$ cat config.mk
export PLATFORM = sky130hd
export DESIGN_NAME = fev_fault_eval
export DESIGN_NICKNAME = d
export VERILOG_FILES = /design/src/rtl/fev_pkg.sv /design/src/rtl/fev_mask_gen.sv /design/src/rtl/fev_lane_net.sv /design/src/rtl/fev_detect.sv /design/src/rtl/fev_fault_eval.sv
export SDC_FILE = /design/constraint.sdc
export NUM_CORES = 1
export LEC_CHECK = 0
export BUFFER_PORTS_ARGS = -buffer_cell sky130_fd_sc_hd__buf_2
export CAP_MARGIN = 20
export CORE_ASPECT_RATIO = 1.75
export CORE_MARGIN = 2
export CORE_UTILIZATION = 65
export CTS_CLUSTER_SIZE = 28
export DETAILED_ROUTE_END_ITERATION = 16
export HOLD_SLACK_MARGIN = 0.15
export PLACE_DENSITY_LB_ADDON = 0.2
export SLEW_MARGIN = 20
export SYNTH_ARGS = -nofsm -noshare
export SYNTH_HDL_FRONTEND = slang
export SYNTH_SLANG_ARGS = --single-unit
export TNS_END_PERCENT = 5
$ cat constraint.sdc
create_clock -name clk -period 7.9 [get_ports clk]
set_input_delay 1.975 -clock clk [delete_from_list [all_inputs] [get_ports clk]]
set_output_delay 1.975 -clock clk [all_outputs]
set_load 0.02 [all_outputs]
$ cat src/rtl/fev_pkg.sv
// fev_pkg: constants and types shared by the fault evaluator.
// Assumes the fixed eight-line network described in the brief.
package fev_pkg;
    localparam int unsigned IN_W     = 4;   // primary inputs
    localparam int unsigned LINE_CNT = 8;   // lines that can be faulted
    localparam int unsigned OUT_W    = 2;   // primary outputs
    localparam int unsigned FAULT_MAX = 2 * LINE_CNT;

    typedef enum logic [1:0] {
        ST_IDLE,
        ST_CLEAR,
        ST_EVAL,
        ST_REPORT
    } fev_state_t;
endpackage

$ cat src/rtl/fev_mask_gen.sv
// fev_mask_gen: turns a batch base ID into per-line force masks.
// Lane k (k>=1) carries fault ID base+k-1; ID f forces line f>>1 to f[0].
// Lane 0 is never forced. Lanes whose ID is past the list are marked invalid.
module fev_mask_gen
    import fev_pkg::*;
#(
    parameter int unsigned LANES      = 16,
    parameter int unsigned NUM_FAULTS = 16,
    parameter int unsigned BASE_W     = 6
) (
    input  logic [BASE_W-1:0]                base,
    output logic [LINE_CNT-1:0][LANES-1:0]   sa0,
    output logic [LINE_CNT-1:0][LANES-1:0]   sa1,
    output logic [LANES-1:0]                 lane_ok
);
    // lane 0 stays fault-free
    assign lane_ok[0] = 1'b0;

    genvar gl;
    generate
        for (gl = 0; gl < LINE_CNT; gl++) begin : g_lane0
            assign sa0[gl][0] = 1'b0;
            assign sa1[gl][0] = 1'b0;
        end
    endgenerate

    genvar gk, gn;
    generate
        for (gk = 1; gk < LANES; gk++) begin : g_lane
            logic [BASE_W-1:0] fid;
            // fault ID carried by this lane
            assign fid = base + BASE_W'(gk - 1);
            // lane holds a real fault only inside the list
            assign lane_ok[gk] = (fid < BASE_W'(NUM_FAULTS));
            for (gn = 0; gn < LINE_CNT; gn++) begin : g_line
                // force this line in this lane when the ID selects it
                assign sa0[gn][gk] = lane_ok[gk] && (fid[BASE_W-1:1] == (BASE_W-1)'(gn)) && !fid[0];
                assign sa1[gn][gk] = lane_ok[gk] && (fid[BASE_W-1:1] == (BASE_W-1)'(gn)) &&  fid[0];
            end
        end
    endgenerate
endmodule

$ cat src/rtl/fev_lane_net.sv
// fev_lane_net: the fixed gate network evaluated on LANES-wide words.
// Each line is forced per lane with (value & ~sa0) | sa1 before use.
// Assumes sa0 and sa1 never set the same bit.
module fev_lane_net
    import fev_pkg::*;
#(
    parameter int unsigned LANES = 16
) (
    input  logic [IN_W-1:0]                 vec,
    input  logic [LINE_CNT-1:0][LANES-1:0]  sa0,
    input  logic [LINE_CNT-1:0][LANES-1:0]  sa1,
    output logic [OUT_W-1:0][LANES-1:0]     outs
);
    logic [LANES-1:0] raw [LINE_CNT];
    logic [LANES-1:0] ln  [LINE_CNT];

    genvar gi;
    generate
        for (gi = 0; gi < IN_W; gi++) begin : g_in
            // broadcast each input bit to every lane
            assign raw[gi] = {LANES{vec[gi]}};
        end
        for (gi = 0; gi < LINE_CNT; gi++) begin : g_force
            // apply stuck-at forcing on every line
            assign ln[gi] = (raw[gi] & ~sa0[gi]) | sa1[gi];
        end
    endgenerate

    // gate layer, lane-parallel
    assign raw[4] = ~(ln[0] & ln[1]);
    assign raw[5] =   ln[2] | ln[3];
    assign raw[6] =   ln[4] ^ ln[2];
    assign raw[7] = ~(ln[5] & ln[6]);

    assign outs[0] = ln[6];
    assign outs[1] = ln[7];
endmodule

$ cat src/rtl/fev_detect.sv
// fev_detect: flags lanes whose outputs differ from lane 0.
// Lanes not holding a fault are masked by lane_ok.
module fev_detect
    import fev_pkg::*;
#(
    parameter int unsigned LANES = 16
) (
    input  logic [OUT_W-1:0][LANES-1:0] outs,
    input  logic [LANES-1:0]            lane_ok,
    output logic [LANES-1:0]            det
);
    logic [LANES-1:0] diff;

    // compare every output lane against the good lane and OR over outputs
    always_comb begin
        diff = '0;
        for (int o = 0; o < OUT_W; o++) begin
            diff = diff | (outs[o] ^ {LANES{outs[o][0]}});
        end
        det = diff & lane_ok;
    end
endmodule

$ cat src/rtl/fev_fault_eval.sv
// fev_fault_eval: sequences batches of faults through the lane network.
// Per batch: clear the sticky record, apply V vectors, then walk the lanes
// and report detected fault IDs. Assumes vec_in answers vec_idx in the same cycle.
module fev_fault_eval
    import fev_pkg::*;
#(
    parameter int unsigned LANES      = 16,
    parameter int unsigned NUM_FAULTS = 16,
    parameter int unsigned VEC_W      = 5
) (
    input  logic                          clk,
    input  logic                          rst_n,
    input  logic                          start,
    input  logic [VEC_W-1:0]              num_vecs,
    output logic [VEC_W-1:0]              vec_idx,
    input  logic [IN_W-1:0]               vec_in,
    output logic                          busy,
    output logic                          done,
    output logic                          det_valid,
    output logic [LANES-1:0]              det_mask,
    output logic                          rpt_valid,
    output logic [$clog2(NUM_FAULTS)-1:0] rpt_fault
);
    localparam int unsigned BASE_W = $clog2(NUM_FAULTS + LANES) + 1;
    localparam int unsigned LP_W   = $clog2(LANES);
    localparam int unsigned FID_W  = $clog2(NUM_FAULTS);

    fev_state_t                         state;
    logic [BASE_W-1:0]                  base;
    logic [VEC_W-1:0]                   nv_q;
    logic [LANES-1:0]                   acc;
    logic [LP_W-1:0]                    lane_ptr;
    logic [LINE_CNT-1:0][LANES-1:0]     sa0, sa1;
    logic [LANES-1:0]                   lane_ok;
    logic [OUT_W-1:0][LANES-1:0]        outs;
    logic [LANES-1:0]                   det;
    logic                               last_batch;
    logic [BASE_W-1:0]                  rpt_id;

    fev_mask_gen #(.LANES(LANES), .NUM_FAULTS(NUM_FAULTS), .BASE_W(BASE_W)) u_masks (
        .base(base), .sa0(sa0), .sa1(sa1), .lane_ok(lane_ok)
    );

    fev_lane_net #(.LANES(LANES)) u_net (
        .vec(vec_in), .sa0(sa0), .sa1(sa1), .outs(outs)
    );

    fev_detect #(.LANES(LANES)) u_det (
        .outs(outs), .lane_ok(lane_ok), .det(det)
    );

    // batch is final when its last lane reaches the end of the list
    assign last_batch = (base + BASE_W'(LANES - 1)) >= BASE_W'(NUM_FAULTS);
    // fault ID of the lane under the report pointer
    assign rpt_id = base + BASE_W'(lane_ptr) - BASE_W'(1);

    // sweep sequencer and registered outputs
    always_ff @(posedge clk) begin
        if (!rst_n) begin
            state     <= ST_IDLE;
            base      <= '0;
            nv_q      <= '0;
            acc       <= '0;
            lane_ptr  <= '0;
            vec_idx   <= '0;
            busy      <= 1'b0;
            done      <= 1'b0;
            det_valid <= 1'b0;
            det_mask  <= '0;
            rpt_valid <= 1'b0;
            rpt_fault <= '0;
        end else begin
            det_valid <= 1'b0;
            rpt_valid <= 1'b0;
            case (state)
                ST_IDLE: begin
                    if (start) begin
                        nv_q  <= (num_vecs == '0) ? VEC_W'(1) : num_vecs;
                        base  <= '0;
                        busy  <= 1'b1;
                        done  <= 1'b0;
                        state <= ST_CLEAR;
                    end
                end
                ST_CLEAR: begin
                    acc     <= '0;
                    vec_idx <= '0;
                    state   <= ST_EVAL;
                end
                ST_EVAL: begin
                    det_mask  <= det;
                    det_valid <= 1'b1;
                    acc       <= acc | det;
                    if (vec_idx == nv_q - VEC_W'(1)) begin
                        lane_ptr <= LP_W'(1);
                        state    <= ST_REPORT;
                    end else begin
                        vec_idx <= vec_idx + VEC_W'(1);
                    end
                end
                ST_REPORT: begin
                    if (acc[lane_ptr]) begin
                        rpt_valid <= 1'b1;
                        rpt_fault <= rpt_id[FID_W-1:0];
                    end
                    if (lane_ptr == LP_W'(LANES - 1)) begin
                        if (last_batch) begin
                            busy  <= 1'b0;
                            done  <= 1'b1;
                            state <= ST_IDLE;
                        end else begin
                            base  <= base + BASE_W'(LANES - 1);
                            state <= ST_CLEAR;
                        end
                    end else begin
                        lane_ptr <= lane_ptr + LP_W'(1);
                    end
                end
                default: state <= ST_IDLE;
            endcase
        end
    end

    // the good lane is never flagged
    a_r2_lane0_clean: assert property (@(posedge clk) disable iff (!rst_n)
        det_valid |-> !det_mask[0]);

    // lanes without a fault stay silent
    a_r5_unused_lanes_quiet: assert property (@(posedge clk) disable iff (!rst_n)
        det_valid |-> ((det_mask & ~lane_ok) == '0));

    // sticky record only gains bits inside a batch
    a_r4_sticky: assert property (@(posedge clk) disable iff (!rst_n)
        (state == ST_EVAL && $past(state) == ST_EVAL) |-> (($past(acc) & ~acc) == '0));

    // reported IDs lie inside the list
    a_r6_id_in_range: assert property (@(posedge clk) disable iff (!rst_n)
        rpt_valid |-> (32'(rpt_fault) < NUM_FAULTS));

    // finished and running are exclusive
    a_r7_done_not_busy: assert property (@(posedge clk) disable iff (!rst_n)
        done |-> !busy);

    // a start pulse mid-sweep does not end the sweep
    a_r8_start_ignored: assert property (@(posedge clk) disable iff (!rst_n)
        (busy && start && state != ST_REPORT) |=> busy);
endmodule

==> results of run 1 <==
## flip-flops by register name (all words and copies together), names as in the netlist, 2 cells and up
register	count
nv_q	5
rpt_fault	4
vec_idx	5
lane_ptr	4
det_mask	15
state	2
base	6
acc	15
## power by group through the flow
stage / clock (uW) / combinational [uW] / sequential, uW
final: 402 / 967 / 437
after global routing: 418 / 1050 / 445
after CTS: 401 / 942 / 436
after detailed placement: 0 / 934 / 442
after global placement: 0 / 922 / 439
after floorplan: 0 / 690 / 443
## cells in the mapped netlist (11+ instances only)
master | number | area, um2
and3_1 | 11 | 68.8
mux2i_1 | 28 | 280
o31ai_1 | 13 | 97.6
a21oi_1 | 75 | 375
nor3_1 | 27 | 135
nand2_1 | 96 | 360
xor2_1 | 11 | 96.3
o211ai_1 | 17 | 128
xnor2_1 | 46 | 403
or3_1 | 13 | 81.3
o21ai_0 | 59 | 295
clkbuf_1 | 46 | 173
nor2_1 | 79 | 297
a211oi_1 | 15 | 113
a31oi_1 | 28 | 175
dfxtp_1 | 60 | 1200
inv_1 | 29 | 109
and2_1 | 11 | 68.8
nor4_1 | 11 | 68.8
o21a_1 | 11 | 82.6
a32oi_1 | 11 | 96.3
ha_1 | 23 | 288
nor2b_1 | 17 | 106
nand3_1 | 54 | 270
buf_2 | 31 | 155
## per-stage QoR
step                      hold WS, ps  cell area [um2]  setup slack, ps  utilization, %
after floorplan                   420             7550             3930               -
after global placement            431             7620             3420            66.6
after detailed placement          447             7620             3360            66.6
after CTS                         454             7930             3690            69.2
after global routing              467             7930             3410            69.2
final                             452             7930             3560            69.2
## area by class of cell
cell class / count / area (um2)
Fill cell: 1009 / 3520
Sequential cell: 60 / 1210
Clock inverter: 6 / 63.8
Timing Repair Buffer: 58 / 338
Clock buffer: 10 / 239
Tap cell: 135 / 169
Inverter: 34 / 128
Multi-Input combinational cell: 860 / 5780
## cell families (layout without fill, tap and decap cells)
kind of cell	count (synthesis)	count (layout)	share of synthesized area (%)
AO/OA/AOI/OAI	348	348	32.4
adder cells (fa/ha/maj)	25	25	4.21
XOR/XNOR	63	63	7.99
multiplexers	40	40	6.10
flip-flops	60	60	15.9
buffers and inverters	125	108	7.52
other	1	1	0.0497
AND/OR/NAND/NOR	383	383	25.8
## worst max-delay path by stage
stage	start	end	slack [ps]	cells past startpoint
floorplan	vec_in[1]	acc[11]	3930	9
global placement	vec_in[2]	acc[12]	3420	9
detailed placement	vec_in[2]	acc[6]	3360	9
CTS	vec_in[2]	acc[6]	3690	9
global route	base[2]	acc[14]	3410	11
finish	vec_in[1]	acc[12]	3560	9
## routing by layer
layer | vias to the layer above | share of wire [%] | track usage, %
met4 | 0 | 7.8 | 29.4
met2 | 559 | 47 | 68.8
met3 | 147 | 9.2 | 6.73
met5 | - | 0 | 0
met1 | 3931 | 36 | 48.2
li1 | 3886 | - | -
## worst min-delay path: cells and delay by family, from the launching register on
family | cells | cell delay [ps]
AO/OA/AOI/OAI | 1 | 50
flip-flops | 1 | 300
AND/OR/NAND/NOR | 1 | 50
==> impl_metrics.py, run 1 <==
metrics = {
    "run_status": {
        "status": "complete, no violations",
    },
    "detailed_routing": {
        "via_per_inst": 7.33,
        "drc": 0,
        "first_iter_violations": 865,
        "antenna_left": 0,
        "drt-total-wl_mm": 26.4,
        "detail_route.wl_per_cell_um": 22.7,
        "num_vias": 8523,
        "dr.pass1.iters": 5,
    },
    "final_layout": {
        "final_cell_mix": "96 x nand2_1, 79 x nor2_1, 75 x a21oi_1, 59 x o21ai_0, 56 x dfxtp_1",
        "num-nets-final": 1059,
        "drive_above_1_share_pct": 12.0,
        "num_antenna_cells": 0,
        "layout.cells.non_filler": 1163,
        "synthToLayoutAreaGrowth_pct": 4.95,
        "final_common_cell": "nand2_1",
    },
    "cts": {
        "insertion_delay_ps": 330,
        "clock_sinks": 60,
        "ctsHoldBuffers": 0,
        "cts_buffers": 9,
        "clockRootBuffer": "clkbuf_16",
        "cts_tree": "done",
        "cts.clk_slew.worst_paths_ps": 60,
        "h-tree-depth": 3,
        "post_cts_buffers": 0,
        "clk_path_buf_depth": 2,
        "cts.repair.resized": 0,
    },
    "yosys": {
        "synthFlopType": "dfxtp_1",
        "async_reset_ff_share_pct": 0,
        "syn_area_um2": 7550,
        "synth-edff-count": 0,
        "syn_nets": 1081,
        "synth_area_per_cell_um2": 7.23,
        "seq_area_frac_synth_pct": 15.9,
        "synth_seq_cells": 60,
        "yosys_warnings": 0,
        "synth_cell_type_count": 99,
        "netlist_instances": 1045,
    },
    "timing": {
        "drv_slew": 0,
        "hold_viol_final": 0,
        "setup_viol": 0,
        "relSlewSlack_pct": 34.9,
        "rsz0062_at_grt": "false",
        "fin_crit_sh_pct": 54.9,
        "tightestPinTransition_ps": 974,
        "fin_skew_ps": 8.84,
        "period_needed_ps": 4340,
        "fmax_mhz": 230,
        "setup_tns_ps": 0,
    },
    "pwr": {
        "power_density_nw_per_um2": 228,
        "vdd_drop_max_v": 0.000243,
        "p_int_uw": 977,
        "clock_power_share_pct": 22.2,
        "total_leakage_power_uw": 0.00294,
        "switching_share_pct": 45.9,
        "p_total_uw": 1810,
        "p_sw_uw": 829,
        "seqPwrFrac_pct": 24.2,
        "comb_power_share_pct": 53.5,
    },
    "run": {
        "cap_violations": 0,
    },
    "worst_setup_path": {
        "slowest_delay_ps": 620,
        "critical-path-top-delay-family": "simple AND/OR/NAND/NOR gates",
        "critPathSlowestCell": "and2_1",
        "critPathMostFrequentCell": "and2_1",
        "r2r_start": "base[2]",
        "start_kind": "input pin",
        "crit_chain": "buf_2 -> and2_1 -> nand2_1 -> and2_1 -> buf_4 -> o311ai_0 -> o41ai_1 -> nor4b_1 -> nor3_1",
        "critical_path_class": "in -> reg",
        "end_kind": "register",
        "worst-r2r-cell-count": 11,
        "rrSetupSlack_ps": 3610,
        "cp_data_arrival_time_ps": 4540,
        "r2r-end": "det_mask[15]",
        "required_ps": 8100,
        "crit_buf_inv": 2,
        "cp_max_fo": 20,
    },
    "global_routing": {
        "track_usage_pct": 41.7,
        "grt_pass1_wl_mm": 41.8,
        "grt_pass1_vias": 7890,
        "grt_max_degree": 68,
        "antenna_found_initial": 0,
        "grt_remaining_overflow": 0,
    },
    "place": {
        "dp.cells": 1147,
        "io_buffers": 39,
        "gp_congestion": 1.04,
        "post-dp-hpwl_mm": 18.9,
    },
    "hold_path": {
        "hold_start": "rpt_fault[0]",
        "hold_path_depth": 2,
        "holdPathEnd": "rpt_fault[0]",
        "hp-class": "reg -> reg",
    },
    "die": {
        "die_h_um": 147,
        "core_um2": 11500,
        "pin_count": 41,
        "die_w_um": 85.5,
        "start_util_pct": 66.0,
        "num_rows": 52,
        "dieArea_um2": 12500,
    },
}
Note: power is estimated with default switching activity, not from simulation.
==> run 2, diff against run 1 <==
Settings changed: ABC_AREA from default to 1, CORE_UTILIZATION 65 to 63.
Clock period 7.9 ns to 4.45 ns, I/O delays scaled along.
==> run 2 against run 1 <==
Clock-buffer cell count is 1 higher. Clock skew is 1.2 ps higher. Non-clock buffer count is 9 lower. Critical path depth is 11 higher. Critical endpoint is now det_mask[12]. Highest routed layer unchanged.
==> impl_metrics.py, run 2 <==
metrics = {
    "yosys": {
        "synth_top_area_cell": "nand2_1",
        "synthFlopType": "dfxtp_1",
        "synth-edff-count": 0,
        "yosysMostFrequentCell": "nand2_1",
        "syn_nets": 1252,
        "yosys_warnings": 0,
        "synth_area_per_cell_um2": 5.64,
        "netlist_instances": 1216,
        "seq_area_frac_synth_pct": 17.5,
        "synth_commonest_cells": "328 x nand2_1, 149 x inv_1, 146 x nor2_1, 143 x nand3_1, 60 x dfxtp_1",
        "synth_top_area_share_pct": 17.9,
        "async_reset_ff_share_pct": 0,
        "synth_seq_cells": 60,
        "synth_cell_type_count": 55,
        "syn_area_um2": 6860,
        "ys_top_cells_by_area": "nand2_1 18%, dfxtp_1 17%, nand3_1 10%, inv_1 8.1%, nor2_1 8.0%",
    },
    "hold_path": {
        "hold_start": "acc[2]",
        "holdPathEnd": "acc[2]",
        "hp-class": "reg -> reg",
        "hold_path_depth": 2,
    },
    "worst_setup_path": {
        "cp_max_fo": 18,
        "critical_path_class": "reg -> reg",
        "end_kind": "register",
        "r2r-end": "det_mask[12]",
        "r2r_start": "base[4]",
        "start_kind": "register",
        "cp_data_arrival_time_ps": 3910,
        "rrSetupSlack_ps": 770,
        "worst-r2r-cell-count": 20,
        "cp-startpoint": "base[4]",
        "required_ps": 4680,
    },
    "final_layout": {
        "fin_area_um2": 7380,
        "num-nets-final": 1272,
        "final_cell_mix": "328 x nand2_1, 149 x inv_1, 145 x nor2_1, 143 x nand3_1, 59 x dfxtp_1",
        "synthToLayoutAreaGrowth_pct": 7.53,
        "num_antenna_cells": 0,
        "final_common_cell": "nand2_1",
        "reg_top3": "acc (15), det_mask (15), base (6)",
        "register_area_um2": 1200,
        "drive_above_1_share_pct": 12.7,
        "layout.cells.non_filler": 1371,
        "n_fill_cell": 1009,
        "multiInputGateArea_um2": 4840,
    },
    "cts": {
        "clk_path_buf_depth": 2,
        "insertion_delay_ps": 340,
        "h-tree-depth": 3,
        "post_cts_buffers": 0,
        "ctsHoldBuffers": 0,
        "cts_tree": "done",
        "cts.clk_slew.worst_paths_ps": 60,
        "cts.repair.resized": 0,
        "clockRootBuffer": "clkbuf_16",
        "clock_sinks": 60,
        "cts_buffers": 9,
    },
    "die": {
        "num_rows": 50,
        "pin_count": 41,
        "core_um2": 10600,
        "dieArea_um2": 11800,
        "die_w_um": 82.9,
        "start_util_pct": 64.5,
        "die_h_um": 142,
    },
    "global_routing": {
        "track_usage_pct": 38.1,
        "grt_util_met2_pct": 68.0,
        "antenna_found_initial": 0,
        "grt_pass1_vias": 7695,
        "grt_max_degree": 52,
        "grt_pass1_wl_mm": 36.7,
        "grt_use_met3_pct": 4.93,
        "grt_remaining_overflow": 0,
        "grt_use_met1_pct": 40.4,
        "grt-busiest-layer": "met2",
    },
    "pwr": {
        "switching_share_pct": 48.6,
        "comb_power_share_pct": 54.6,
        "total_leakage_power_uw": 0.00382,
        "p_int_uw": 1620,
        "power_density_nw_per_um2": 427,
        "p_sw_uw": 1530,
        "clock_power_share_pct": 21.0,
        "vdd_drop_max_v": 0.000333,
        "seqPwrFrac_pct": 24.4,
    },
    "detailed_routing": {
        "drc": 0,
        "num_vias": 8057,
        "dr.pass1.iters": 5,
        "detail_route.wl_per_cell_um": 16.2,
        "drt-total-wl_mm": 22.2,
        "antenna_left": 0,
        "via_per_inst": 5.88,
        "first_iter_violations": 597,
    },
    "place": {
        "post-dp-hpwl_mm": 16.6,
        "dpl_cell_area_um2": 7100,
        "gp_congestion": 1.01,
        "dp.cells": 1355,
        "io_buffers": 39,
    },
    "timing": {
        "relSlewSlack_pct": 48.7,
        "hold_viol_final": 0,
        "holdWs_ps": 450,
        "rsz0062_at_grt": "false",
        "period_needed_ps": 3680,
        "setup_tns_ps": 0,
        "fin_skew_ps": 10.1,
        "fin_crit_sh_pct": 82.7,
        "tightestPinTransition_ps": 769,
        "drv_slew": 0,
        "fmax_mhz": 272,
        "setup_viol": 0,
    },
    "run": {
        "cap_violations": 0,
    },
    "run_status": {
        "status": "complete, no violations",
    },
}
-- run 2: cell types whose count changed after synthesis, moves of 16 or more --
cell	before	now
a21oi_1	75	49
a31oi_1	28	5
clkbuf_1	46	16
inv_1	29	149
mux2i_1	28	1
nand2_1	96	328
nand2_2	0	20
nand3_1	54	143
nand3_2	1	17
nor2_1	79	146
nor2b_1	17	0
o21ai_1	3	27
xnor2_1	46	5
-- run 2: area by class of cell --
class / instances / share of cell area [%]
repair buffers: 49 / 3.66
multi-input cells: 950 / 65.6
well taps: 130 / 2.20
clock buffers: 11 / 3.29
flip-flops and latches: 60 / 16.3
clock inverters: 5 / 0.492
inverters: 166 / 8.49
-- run 2: power groups by stage --
stage	Sequential [uW]	Clock [uW]	Combinational [uW]
after detailed placement	775	0	1680
after floorplan	822	0	1230
final	768	662	1720
after CTS	764	655	1690
after global placement	774	0	1650
after global routing	780	677	1940
-- run 2: logic make-up after synthesis --
| group | Yosys count | share of synthesized area (%) |
|---|---|---|
| flops | 60 | 17.5 |
| compound gates | 169 | 13.9 |
| simple gates | 729 | 48.1 |
| xor+xnor | 26 | 3.81 |
| buf+inv | 206 | 12.0 |
| other cells | 1 | 0.0546 |
| mux | 1 | 0.146 |
| fa+ha+maj | 24 | 4.48 |
-- run 2: critical path: stages (launching register included) --
cell and delay (ps):
dfxtp_1 800, ha_1 510, inv_2 130, nand2_1 220
inv_2 100, nand2_2 90, inv_2 40, nand2_2 60
nand3_2 120, nor3_2 330, nand2_1 80, o21ai_1 260
inv_1 80, nand2_1 90, nand3_2 100, nand2_1 90
nand2_1 50, nand2_1 80, nand3_2 130, o21ai_1 140
inv_1 60
-- run 2: worst max path at each step --
| stage | endpoint | slack [ps] | cells after the start |
|---|---|---|---|
| after floorplan | det_mask[8] | 1160 | 21 |
| after global placement | acc[12] | 980 | 20 |
| after detailed placement | det_mask[12] | 930 | 20 |
| after CTS | det_mask[12] | 900 | 20 |
| after global routing | det_mask[12] | 480 | 20 |
| final | det_mask[12] | 770 | 20 |
-- run 2: metrics by stage --
stage                     power (uW)  setup slack, ps  util, %
after global placement          2430              980     66.8
after detailed placement        2460              926     66.8
final                           3150              770     69.4
after global routing            3400              483     69.4
after CTS                       3110              900     69.4
after floorplan                 2050             1160        -
-- run 2: per-layer routing --
metal	wire length [um]	share of wire [%]	vias to the layer above
li1	-	-	3959
met1	8080	36	3593
met2	10900	49	385
met3	1380	6.2	120
met4	1810	8.2	0
met5	0	0	-
==> run 3, diff against run 2 <==
Settings changed: ABC_AREA 1 to 0, CORE_UTILIZATION 63 to 64.
Clock period 4.45 ns to 3.7 ns, I/O delays scaled along.
==> run 3 against run 2 <==
Non-clock buffer count is 38 higher. Clock skew is 1.2 ps higher. Worst hold slack better by 2.0 ps. Maximum frequency is 5.5% higher. First-iteration DRC count is 61% higher. Sequential cell count stayed put. Via count is 8.7% higher. Combinational power is 24% higher. Setup slack worse by 560 ps. Register-to-register slack worse by 560 ps. Critical endpoint is now det_mask[1].
==> impl_metrics.py, run 3 (synthesized netlist as in run 1, its figures left out) <==
metrics = {
    "cts": {
        "clockRootBuffer": "clkbuf_16",
        "clock_sinks": 60,
        "cts.clk_slew.worst_paths_ps": 60,
        "h-tree-depth": 3,
        "ctsHoldBuffers": 0,
        "cts.repair.resized": 0,
        "insertion_delay_ps": 340,
        "cts_buffers": 9,
        "cts_tree": "done",
        "clk_path_buf_depth": 2,
        "post_cts_buffers": 0,
    },
    "final_layout": {
        "n_fill_cell": 965,
        "synthToLayoutAreaGrowth_pct": 8.48,
        "layout.cells.non_filler": 1192,
        "final_cell_mix": "96 x nand2_1, 79 x nor2_1, 75 x a21oi_1, 59 x o21ai_0, 56 x dfxtp_1",
        "final_common_cell": "nand2_1",
        "fin_area_um2": 8190,
        "final_util_pct": 71.1,
        "num-nets-final": 1088,
        "reg_top3": "acc (15), det_mask (15), base (6)",
        "num_antenna_cells": 0,
        "drive_above_1_share_pct": 14.4,
    },
    "detailed_routing": {
        "drt-total-wl_mm": 27.5,
        "first_iter_violations": 960,
        "detail_route.wl_per_cell_um": 23.0,
        "dr.pass1.iters": 7,
        "antenna_left": 0,
        "drc": 0,
        "via_per_inst": 7.35,
        "num_vias": 8760,
    },
    "timing": {
        "rsz0062_at_grt": "false",
        "tightestPinTransition_ps": 853,
        "hold_viol_final": 0,
        "setup_tns_ps": 0,
        "drv_slew": 0,
        "fin_crit_sh_pct": 94.3,
        "setup_viol": 0,
        "period_needed_ps": 3490,
        "relSlewSlack_pct": 43.1,
        "fmax_mhz": 287,
        "fin_skew_ps": 11.2,
    },
    "die": {
        "die_h_um": 148,
        "start_util_pct": 65.6,
        "dieArea_um2": 12700,
        "core_um2": 11500,
        "die_w_um": 86.1,
        "num_rows": 52,
        "pin_count": 41,
    },
    "global_routing": {
        "track_usage_pct": 42.6,
        "grt_remaining_overflow": 0,
        "grt_pass1_vias": 8077,
        "grt_max_degree": 59,
        "antenna_found_initial": 0,
        "grt_pass1_wl_mm": 42.6,
    },
    "place": {
        "post-dp-hpwl_mm": 20.1,
        "io_buffers": 39,
        "gp_congestion": 1.12,
        "dp.cells": 1176,
        "dpl_cell_area_um2": 7870,
    },
    "worst_setup_path": {
        "start_kind": "register",
        "cp_max_fo": 42,
        "end_kind": "register",
        "critical_path_class": "reg -> reg",
        "cp_data_arrival_time_ps": 3750,
        "required_ps": 3960,
    },
    "run": {
        "cap_violations": 0,
    },
    "pwr": {
        "total_leakage_power_uw": 0.00310,
        "vdd_drop_max_v": 0.000259,
        "power_density_nw_per_um2": 491,
        "p_total_uw": 4020,
    },
    "hold_path": {
        "hp-class": "reg -> reg",
    },
    "run_status": {
        "status": "complete, no violations",
    },
}
## run 3: final timing paths
kind	from	endpoint	slack [ps]	depth (start not counted)
worst max register to register	base[3]	det_mask[1]	210	10
worst min register to register	det_mask[14]	det_mask[14]	450	2
worst max-delay path	base[3]	det_mask[1]	210	10
worst min-delay path	det_mask[14]	det_mask[14]	450	2
## run 3: final cells by class
cell class / instances / area, um2 / area share [%]
multi-input combinational: 860 / 5780 / 70.6
sequential: 60 / 1210 / 14.7
timing repair buffer: 87 / 581 / 7.09
clock buffer: 10 / 239 / 2.92
tap: 135 / 169 / 2.06
inverter: 34 / 128 / 1.56
clock inverter: 6 / 87.6 / 1.07
## run 3: critical path, cell delays in order, from the launching register on
cell     delay [ps]
dfxtp_2         500
buf_4           510
ha_1            280
or3b_2          480
o22ai_1         180
a32o_1          200
a21oi_1          80
o31ai_1         500
mux2i_1         360
nand3_1         140
a21oi_1         160
## run 3: metrics by stage
step / setup WS [ps] / hold WS [ps]
2_1_floorplan: 91.6 / 420
5_1_grt: 76.7 / 479
3_3_place_gp: 308 / 440
3_5_place_dp: 292 / 447
6_report: 212 / 452
4_1_cts: 304 / 455
## run 3: routing by layer
layer	share of wire, %	GRT usage [%]
met5	0	0
met4	9.2	32.9
met1	34	47.7
met3	9.8	6.20
met2	47	71.0
## run 3: power by group
group | total (uW) | internal (uW) | switching (uW)
logic | 2130 | 798 | 1330
clock network | 948 | 608 | 340
registers | 943 | 797 | 146
total | 4020 | 2200 | 1820
